`src/rtl/clock_chain_pkg.sv`:
```
package clock_chain_pkg;
    localparam int DIGIT_W   = 4;
    localparam int NUM_DIGIT = 4;

    typedef logic [DIGIT_W-1:0] digit_t;

    typedef struct packed {
        digit_t count;
    } digit_state_t;
endpackage

```
`src/rtl/clock_carry_chain.sv`:
```
module clock_carry_chain
    import clock_chain_pkg::*;
#(
    parameter int N = NUM_DIGIT
) (
    input  logic [N-1:0] at_limit,
    output logic [N-1:0] advance
);
    // Lowest digit always advances; each higher digit advances only when
    // every lower digit is at its limit on the same edge.
    assign advance[0] = 1'b1;
    for (genvar i = 1; i < N; i++) begin : g_ripple
        assign advance[i] = advance[i-1] & at_limit[i-1];
    end
endmodule

```
`src/rtl/clock_digit_counter.sv`:
```
module clock_digit_counter
    import clock_chain_pkg::*;
#(
    parameter int MAX     = 9,
    parameter bit HAS_ALT = 1'b0,
    parameter int ALT_MAX = 9
) (
    input  logic   clk,
    input  logic   rst,
    input  logic   advance,
    input  logic   alt_sel,
    output digit_t value,
    output logic   at_limit
);
    localparam digit_t MAX_V = digit_t'(MAX);
    localparam digit_t ALT_V = digit_t'(ALT_MAX);

    digit_state_t state_d, state_q;
    digit_t       limit;

    assign limit    = (HAS_ALT && alt_sel) ? ALT_V : MAX_V;
    assign at_limit = (state_q.count >= limit);

    always_comb begin
        state_d = state_q;
        if (rst) begin
            state_d.count = '0;
        end else if (advance) begin
            if (state_q.count >= limit) begin
                state_d.count = '0;
            end else begin
                state_d.count = state_q.count + digit_t'(1);
            end
        end
    end

    always_ff @(posedge clk) begin
        state_q <= state_d;
    end

    assign value = state_q.count;
endmodule

```
`src/rtl/minute_clock_chain.sv`:
```
module minute_clock_chain
    import clock_chain_pkg::*;
#(
    parameter int MIN_U_MAX     = 9,
    parameter int MIN_T_MAX     = 5,
    parameter int HR_U_MAX      = 9,
    parameter int HR_U_LAST_MAX = 3,
    parameter int HR_T_MAX      = 2
) (
    input  logic       clk,
    input  logic       rst,
    output logic [3:0] hr_tens,
    output logic [3:0] hr_units,
    output logic [3:0] min_tens,
    output logic [3:0] min_units
);
    localparam int     LIMITS [NUM_DIGIT] = '{MIN_U_MAX, MIN_T_MAX, HR_U_MAX, HR_T_MAX};
    localparam int     HR_U_IDX = 2;
    localparam int     HR_T_IDX = 3;
    localparam digit_t HR_T_TOP = digit_t'(HR_T_MAX);

    digit_t               digit_q [NUM_DIGIT];
    logic [NUM_DIGIT-1:0] at_limit;
    logic [NUM_DIGIT-1:0] advance;
    logic                 last_hours;

    // Hour-units switches to its short limit once hour-tens is at its top.
    assign last_hours = (digit_q[HR_T_IDX] == HR_T_TOP);

    clock_carry_chain #(.N(NUM_DIGIT)) i_carry (
        .at_limit (at_limit),
        .advance  (advance)
    );

    for (genvar i = 0; i < NUM_DIGIT; i++) begin : g_digit
        clock_digit_counter #(
            .MAX     (LIMITS[i]),
            .HAS_ALT (i == HR_U_IDX),
            .ALT_MAX (HR_U_LAST_MAX)
        ) i_digit (
            .clk      (clk),
            .rst      (rst),
            .advance  (advance[i]),
            .alt_sel  (last_hours),
            .value    (digit_q[i]),
            .at_limit (at_limit[i])
        );
    end

    assign min_units = digit_q[0];
    assign min_tens  = digit_q[1];
    assign hr_units  = digit_q[2];
    assign hr_tens   = digit_q[3];
endmodule

```
`config.mk`:
```
export PLATFORM = sky130hd
export DESIGN_NAME = minute_clock_chain
export DESIGN_NICKNAME = d
export VERILOG_FILES = /design/src/rtl/clock_chain_pkg.sv /design/src/rtl/clock_carry_chain.sv /design/src/rtl/clock_digit_counter.sv /design/src/rtl/minute_clock_chain.sv
export SDC_FILE = /design/constraint.sdc
export NUM_CORES = 1
export LEC_CHECK = 0
export ABC_CLOCK_PERIOD_IN_PS = 3100
export BUFFER_PORTS_ARGS = -buffer_cell sky130_fd_sc_hd__buf_2
export CORE_UTILIZATION = 56
export CTS_CLUSTER_DIAMETER = 50
export DETAILED_ROUTE_END_ITERATION = 6
export GPL_ROUTABILITY_DRIVEN = 0
export PLACE_DENSITY = 0.9
export SLEW_MARGIN = 20
export SYNTH_ARGS = -nofsm -noshare
export SYNTH_HDL_FRONTEND = slang
export SYNTH_SLANG_ARGS = --single-unit
```
`constraint.sdc`:
```
create_clock -name clk -period 3.1 [get_ports clk]
set_clock_uncertainty 0.05 [all_clocks]
set_input_delay 0.62 -clock clk [delete_from_list [all_inputs] [get_ports clk]]
set_output_delay 0.62 -clock clk [all_outputs]
set_load 0.01 [all_outputs]
```
# Word level (Yosys, flattened, before mapping)
# Cells that the tools add are included.
op_classes:
  n_addsub: 4
  n_lt_le_gt_ge: 4
  n_eq_ne: 1
  n_mux: 4
  bitwise_logic: 2
  reduce_logical: 1
ops:
  columns: ["op", "count"]
  rows:
  - ["adder 4 x 1 -> 4 bit, second input constant", 4]
  - ["two-way mux 4 bit", 4]
  - ["equality test 4 x 2 -> 1 bit, second input constant", 1]
  - ["greater-or-equal comparator 4 x 2 -> 1 bit, second input constant", 1]
  - ["greater-or-equal comparator 4 x 3 -> 1 bit, second input constant", 1]
  - ["greater-or-equal comparator 4 bit", 1]
  - ["greater-or-equal comparator 4 bit, second input constant", 1]
  - ["AND 1 bit", 2]
  - ["OR reduction 2 bit", 1]
totals:
  regBits: 16
  input_bits: 2
  word_cells: 20

# Depth between registers and ports, before layout
# Gate-level depths: netlist of run 1.
logic_depth:
  ltp_word: 4
  depth_mapped: 8
  depth_no_buf: 8

# Hierarchy
# Synthesis of run 1 repeated with hierarchy kept, for this count alone.
unflattened:
  hier_cells: 104
  area_unflattened_um2: 975.9
modules_own_cells:
  columns: ["mod", "n_inst", "cells_each", "area_per_inst_um2"]
  rows:
  - ["clock_digit_counter (g_digit[2].i_digit)", 1, 33, 286.5]
  - ["clock_digit_counter (g_digit[1].i_digit)", 1, 25, 236.5]
  - ["clock_digit_counter (g_digit[0].i_digit)", 1, 22, 211.5]
  - ["clock_digit_counter (g_digit[3].i_digit)", 1, 18, 195.2]
  - ["clock_carry_chain", 1, 5, 31.3]
  - ["minute_clock_chain", 1, 1, 15.0]

# Least setup slack after synthesis of run 1
# No wires, ideal clock.
synth_timing:
  path_type: "flip-flop to flip-flop"
  startpoint: "reg g_digit[3].i_digit.state_q, in the netlist g_digit[3].i_digit.value[0]"
  endpoint: "reg g_digit[2].i_digit.state_q, in the netlist g_digit[2].i_digit.value[0]"
  setup_ns: 0.071
  arrival_time_ns: 2.067
  required_time_ns: 2.979
  setup_slack_ns: 0.913
  stages_incl_launch_ff: 9
  n_path_buf: 0
  path_cell_list: "dfxtp_1 inv_1 ha_1 nand2_1 ha_1 a211o_1 a21o_1 or4_1 a21oi_1"
synth_via:
  elab_chain_cells: 4
synth_rtl:
  columns: ["element", "line", "source"]
  rows:
  - ["start: declaration", "clock_digit_counter.sv:18", "digit_state_t state_d, state_q;"]
  - ["start signal: assignment", "clock_digit_counter.sv:38", "state_q <= state_d;"]
  - ["equality test 4 x 2 -> 1 bit", "minute_clock_chain.sv:28", "assign last_hours = (digit_q[HR_T_IDX] == HR_T_TOP);"]
  - ["two-way mux 4 bit", "clock_digit_counter.sv:21", "assign limit = (HAS_ALT && alt_sel) ? ALT_V : MAX_V;"]
  - ["greater-or-equal comparator 4 bit", "clock_digit_counter.sv:29", "if (state_q.count >= limit) begin"]
  - ["two-way mux 4 bit", "clock_digit_counter.sv:29", null]
  - ["end signal: assignment", "clock_digit_counter.sv:38", null]
  - ["end: declaration", "clock_digit_counter.sv:18", null]
# No other way between the ends.
# A chain may end at the register's enable or synchronous reset.

# Final worst setup path of run 1
# Same ends and word-level chain as after synthesis.

==> results.md, run 1 <==
- Outcome: completed
- Core footprint: ~1400 sq um
- Placed cell areas: between 900 and 1000 sq um
- Post-Route WL: ~1.7 mm
- #FFs+latches synth: 16
- Pleak: ~0.50 nW
- Area share of the largest cell type after synthesis: 0.375
- Initial cell density of the core: 0.625
- Number of global-route vias before repair: 623
- Final Critical Period: between 2000 and 2500 ps
- Clk pwr share: 0.366
- Post-DRT Antenna Nets: 0
- Largest net degree at the start of global routing: 16
- Critical Path AT: roughly 2400 ps
- Root Buffer: clkbuf_4
- Sequential area share after synthesis: 0.375
- MaxCap Viol Count: 0
- Layout cell share with drive strength beyond 1: 0.207
- Drt drc: 0
- Max H-tree Level: 1
- CTS sink cnt: 16
- Hold Path Class: register to register
- DIE AREA: between 1500 and 2000 sq um
- Simple-Gate Fraction of Synth Area: 0.198
- Fillers: about 110
- Int Pwr: about 0.3 mW
- I/O pins: 18
- Synth Area in Compound Gates: 0.179
- Yosys top cell by area: dfxtp_1
- Seq pwr share: 0.562
- Final Net Count: 130
- Met3 routed WL: around 62 um
- Crit-path max FO: 5
- Synth Net Count: 110
- Adder-Cell Fraction of Synth Area: 0.161
- GRT overflow: 0
- Resized cells post-CTS: 0
- Synth unique cells: 30
- Switching part of the total power: 0.239
- Slew headroom: 0.588
- Fmax: between 400 and 500 MHz
- Tcrit/Tclk final: 0.729
- Post-synth EDFFs: 0
- Worst setup SP type: register
- Syn_area_per_cell: 8.80 sq um
- Worst hold slack: roughly 440 ps
- Comb pwr share: 0.073
- CP Capture Type: register
- Final Instance Area: 990 sq um
- Pre-CTS setup slack: 861 ps
- Max FFs per register: 16
- Highest metal used: met4
- Most frequent cell after synthesis: dfxtp_1
- Die Wd: between 40 and 50 um
- Metal2 WL: between 700 and 800 um
- Setup CP Type: register to register
- Yosys warns: 0
- Worst skew pair latency: about 300 ps
- Switching pwr: 0.0925 mW
- Via Count: approximately 730
- Clock-pin slew on the worst setup and hold paths: roughly 90 ps
- Largest family of logic cells by synthesized area: simple AND/OR/NAND/NOR gates
- Area Growth Syn to Fin: 16.0%
- Initial antenna violation count: 0
- CTS buffer count: 3
- Final setup margin: approximately 840 ps
- CTS Buffer Depth: 2
- Max Slew Vio Count: 0
- Diodes inserted: 0
- Hold buffers post-CTS: 0
- Cell count after synthesis: 97
- Synth top cells by count: 16 x dfxtp_1, 11 x ha_1, 9 x inv_1
- Top cells by area, synth: dfxtp_1 38%, ha_1 16%, a21oi_1 4.1%
- Routed WL per cell: between 10 and 15 um
- Setup Viol. Count Final: 0
- Post-DP HPWL: around 1.2 mm
- Postcts setup bufs: 0
- RSZ-0062 raised after global routing: no
- Mux share of post-synthesis cell area: 0.0132
- Die Height: just over 40 um
- Vias per Instance: ~5.6
- Final hold violation count: 0
- Met1 wire length: ~820 um
- First-pass GRT wire length: 2.68 mm
- Area of the mapped netlist: approximately 850 sq um
- Slew of the pin with the lowest slew margin: ~620 ps
- Post-route setup TNS: 0 ps
- Total GRT Usage: 0.256
- Port-buffer cells: 17
- Initial DRC count: 16
- Synth Area in XOR/XNOR: 0.0205
- Post-synth ARST share: 0
- Power Dens Cells: 390 nW/um^2
- Layout Utilization: 0.724
- # rows: 13
- Critical path required time: about 3300 ps
- Max VDD drop: 330 uV
- Initial DRT Pass Iterations: 4
- CTS tree: built
- Synth Flop Type: dfxtp_1
cells by family after synthesis:
kind of cell	after synthesis
buf+inv	12
xor+xnor	2
mux	1
compound gates	23
flops	16
simple gates	32
fa+ha+maj	11
stage by stage:
step,power [mW],std cells
after CTS,0.389,131
after detailed placement,0.250,127
after global routing,0.400,131
after floorplan,0.238,97
final,0.386,131
after global placement,0.247,127
cell type report:
type,count,area (sq um),share of cell area
Multi-Input combinational cell,69,488,0.493
Inverter,9,33.8,0.0341
Timing Repair Buffer,18,92.6,0.0936
Sequential cell,16,320,0.324
Clock buffer,4,36.3,0.0367
Tap cell,15,18.8,0.0190
power by group through the flow:
stage,clock (mW),sequential [mW],combinational (mW)
after global placement,0,0.221,0.0262
final,0.141,0.217,0.0281
after floorplan,0,0.223,0.0155
after detailed placement,0,0.222,0.0282
after CTS,0.144,0.217,0.0283
after global routing,0.151,0.218,0.0319
worst paths after layout:
kind	startpoint	end	slack [ps]	cells past startpoint
max	g_digit[3].i_digit.value[0]	g_digit[2].i_digit.value[0]	840	8
min reg2reg	g_digit[1].i_digit.value[3]	g_digit[1].i_digit.value[3]	440	2
max reg2reg	g_digit[3].i_digit.value[0]	g_digit[2].i_digit.value[0]	840	8
min	g_digit[1].i_digit.value[3]	g_digit[1].i_digit.value[3]	440	2
layout by cell type (no fill, tap or decap), drive strengths merged, types with 5 or more instances in the layout:
cell and count:
nor3 5, buf 18, inv 9, dfxtp 16, ha 11, nor2 6
a21oi 7, nand3 6
per-layer routing:
metal	track usage	vias to the layer above
li1	-	387
met1	0.307	326
met2	0.406	12
met3	0.0815	4
met4	0.125	0
met5	0	-
worst max-delay path: stages (launching register included):
cell	delay [ps]
dfxtp_1	390
inv_1	60
ha_1	200
nand2_1	80
ha_1	230
a211o_1	310
a21o_1	210
or4_1	500
a21oi_1	160
No activity file was read; power rests on OpenSTA's default activity.
==> inputs of run 2 (changes only) <==
--- a/config.mk
+++ b/config.mk
@@ -5,13 +5,13 @@
 export SDC_FILE = /design/constraint.sdc
 export NUM_CORES = 1
 export LEC_CHECK = 0
-export ABC_CLOCK_PERIOD_IN_PS = 3100
+export ABC_CLOCK_PERIOD_IN_PS = 2000
 export BUFFER_PORTS_ARGS = -buffer_cell sky130_fd_sc_hd__buf_2
-export CORE_UTILIZATION = 56
+export CORE_UTILIZATION = 47
 export CTS_CLUSTER_DIAMETER = 50
 export DETAILED_ROUTE_END_ITERATION = 6
 export GPL_ROUTABILITY_DRIVEN = 0
-export PLACE_DENSITY = 0.9
+export PLACE_DENSITY = 0.81
 export SLEW_MARGIN = 20
 export SYNTH_ARGS = -nofsm -noshare
 export SYNTH_HDL_FRONTEND = slang
==> constraint.sdc (replaced) <==
create_clock -name clk -period 2 [get_ports clk]
set_clock_uncertainty 0.05 [all_clocks]
set_input_delay 0.4 -clock clk [delete_from_list [all_inputs] [get_ports clk]]
set_output_delay 0.4 -clock clk [all_outputs]
set_load 0.01 [all_outputs]
==> run 2 against run 1 <==
Compared with the run above:
- die area rose by 18%
- highest routed layer unchanged
- worst hold slack worse by 14 ps
- critical path depth is the same
- sequential share of layout area decreased by 2.6 points
- sequential power is 54% higher
- first-iteration DRC count grew 38%
- routed wire length increased by 6.6%
- global-route usage fell by 6.0 points
- setup slack got worse by 780 ps
- total power increased by 53%
- sequential cell count is the same
- critical endpoint unchanged
- design area increased by 11%
==> results.md, run 2 (synthesized netlist as in run 1, its figures left out) <==
- Slew of the pin with the lowest slew margin: 551 ps (-66.2 ps)
- Die Height: 44.6 um (+8.7%)
- Seq pwr share: 0.564 (+0.002)
- Worst setup SP type: register
- Area Growth Syn to Fin: 28.3%
- CP Capture Type: register
- Pleak: 0.542 nW (+9.3%)
- Critical path required time: 2170 ps (-1110 ps)
- Port-buffer cells: 17 (unchanged)
- Max Slew Vio Count: 0 (unchanged)
- Max VDD drop: 444 uV (+34%)
- Worst path cell trace: inv_4, ha_4, nand2_4, ha_4, a211o_1, a21o_1, or4_1, a21oi_1
- Die Wd: 44.6 um (+8.7%)
- Initial DRT Pass Iterations: 4 (unchanged)
- Routed WL per cell: 12.4 um (-3.7%)
- Fmax: 515 MHz (+16%)
- # rows: 15 (+2)
- Setup CP Type: register to register
- CTS buffer count: 3 (unchanged)
- Via Count: 805 (+10%)
- Layout cell share with drive strength beyond 1: 0.308 (+0.101)
- Switching pwr: 0.139 mW (+50%)
- Commonest non-fill, non-tap cell in the layout: buf_2
- Diodes inserted: 0 (unchanged)
- Slew headroom: 0.629 (+0.0410)
- Switching part of the total power: 0.234 (-0.00519)
- Fin cells: 145 (+11%)
- Vias per Instance: 5.55 (-0.24%)
- Number of global-route vias before repair: 647 (+3.9%)
- Tcrit/Tclk final: 0.971 (+0.243)
- DIE AREA: 1990 sq um (+18%)
- Initial antenna violation count: 0 (unchanged)
- GRT overflow: 0 (unchanged)
- CTS Buffer Depth: 2 (unchanged)
- Largest net degree at the start of global routing: 16 (unchanged)
- MaxCap Viol Count: 0 (unchanged)
- Fillers: 152 (+37%)
- CP max stage delay: 400 ps (-100 ps)
- Final hold violation count: 0 (unchanged)
- Final Net Count: 134 (+3.1%)
- Hold buffers post-CTS: 0 (unchanged)
- Worst skew pair latency: 280 ps (-20 ps)
- CTS sink cnt: 16 (unchanged)
- Outcome: completed
- Total GRT Usage: 0.196 (-0.0597)
- Most frequent cells in the layout: 17 x buf_2, 14 x dfxtp_1, 9 x ha_1, 8 x inv_1
- Initial cell density of the core: 0.500 (-0.125)
- Comb pwr share: 0.074 (about the same)
- Final Critical Period: 1940 ps (-316 ps)
- Max FFs per register: 16 (unchanged)
- Post-Route WL: 1.79 mm (+6.6%)
- CP dominant cell by count: ha_4
- Initial DRC count: 22 (+6)
- Placed cell areas: 993 sq um (+4.2%)
- Setup Viol. Count Final: 0 (unchanged)
- Clk pwr share: 0.362 (-0.004)
- Critical Path AT: 2110 ps (-330 ps)
- First-pass GRT wire length: 2.81 mm (+4.9%)
- Drt drc: 0 (unchanged)
- CTS tree: built
- Post-DP HPWL: 1.32 mm (+6.3%)
- Placed cell count: 140 (+10%)
- Int Pwr: 0.453 mW (+54%)
- Clock-pin slew on the worst setup and hold paths: 100 ps (about the same)
- Final Instance Area: 1090 sq um (+11%)
- I/O pins: 18 (unchanged)
- Hold Path Class: input port to register
- CP max-delay cell: or4_1
- Crit-path max FO: 4 (-1)
- Max H-tree Level: 1 (unchanged)
- Power Dens Cells: 541 nW/um^2 (+39%)
- Root Buffer: clkbuf_4
- Post-DRT Antenna Nets: 0 (unchanged)
- RSZ-0062 raised after global routing: yes
- Core footprint: 1710 sq um (+25%)
-- run 2: changes by cell type in the layout (fill, tap and decap cells not counted), sizes merged --
cell	previous run	this run
buf	18	22
-- run 2: cell type report --
type | count | area (sq um) | share of cell area
Timing Repair Buffer | 22 | 123 | 0.112
Tap cell | 25 | 31.3 | 0.0286
Multi-Input combinational cell | 69 | 543 | 0.496
Clock buffer | 4 | 36.3 | 0.0331
Inverter | 9 | 36.3 | 0.0331
Sequential cell | 16 | 325 | 0.297
-- run 2: power groups by stage --
stage | logic (mW) | registers (mW) | clock network [mW]
finish | 0.0438 | 0.334 | 0.215
global route | 0.0505 | 0.336 | 0.232
CTS | 0.0437 | 0.334 | 0.215
detailed placement | 0.0435 | 0.341 | 0
global placement | 0.0407 | 0.341 | 0
floorplan | 0.0240 | 0.344 | 0
-- run 2: worst max-delay path: cells and delay by family (launching register included) --
family | cells | cell delay, ps
buffers and inverters | 1 | 30
adders and majority gates | 2 | 350
DFF | 1 | 370
AOI/OAI and AO/OA | 3 | 620
and+or+nand+nor | 2 | 460
-- run 2: what timing repair did --
item / in CTS / in global routing
buffers inserted: 0 / 1
gates resized for setup: 1 / 11
endpoints found under the setup margin: 2 / 7
pin swaps: 0 / 3
endpoints found under the hold margin: 0 / 0
-- run 2: metal layers --
layer,wire length [um],part of all wire,track usage,vias up
met5,0,0,0,-
met4,31,0.017,0.0727,0
met3,94,0.052,0.0367,9
met2,864,0.48,0.321,35
met1,800,0.45,0.256,370
li1,-,-,-,391
-- run 2: per-stage QoR --
step	total power [mW]	TNS [ps]	hold WS, ps	util	setup WS, ps
after detailed placement	0.385	-47.5	429	0.582	-47.5
final	0.592	0	428	0.641	57.5
after global routing	0.618	-27.6	437	0.641	-27.6
after floorplan	0.368	0	450	-	54.3
after global placement	0.382	0	420	0.582	56.0
after CTS	0.593	-42.2	424	0.606	-42.2
-- run 2: path summary, 6_finish.rpt --
kind | from | to | slack (ps) | cells after the start
min | rst | g_digit[1].i_digit.value[3] | 430 | 2
max | g_digit[3].i_digit.value[0] | g_digit[2].i_digit.value[0] | 60 | 8
min reg2reg | g_digit[1].i_digit.value[3] | g_digit[1].i_digit.value[3] | 450 | 2
max reg2reg | g_digit[3].i_digit.value[0] | g_digit[2].i_digit.value[0] | 60 | 8
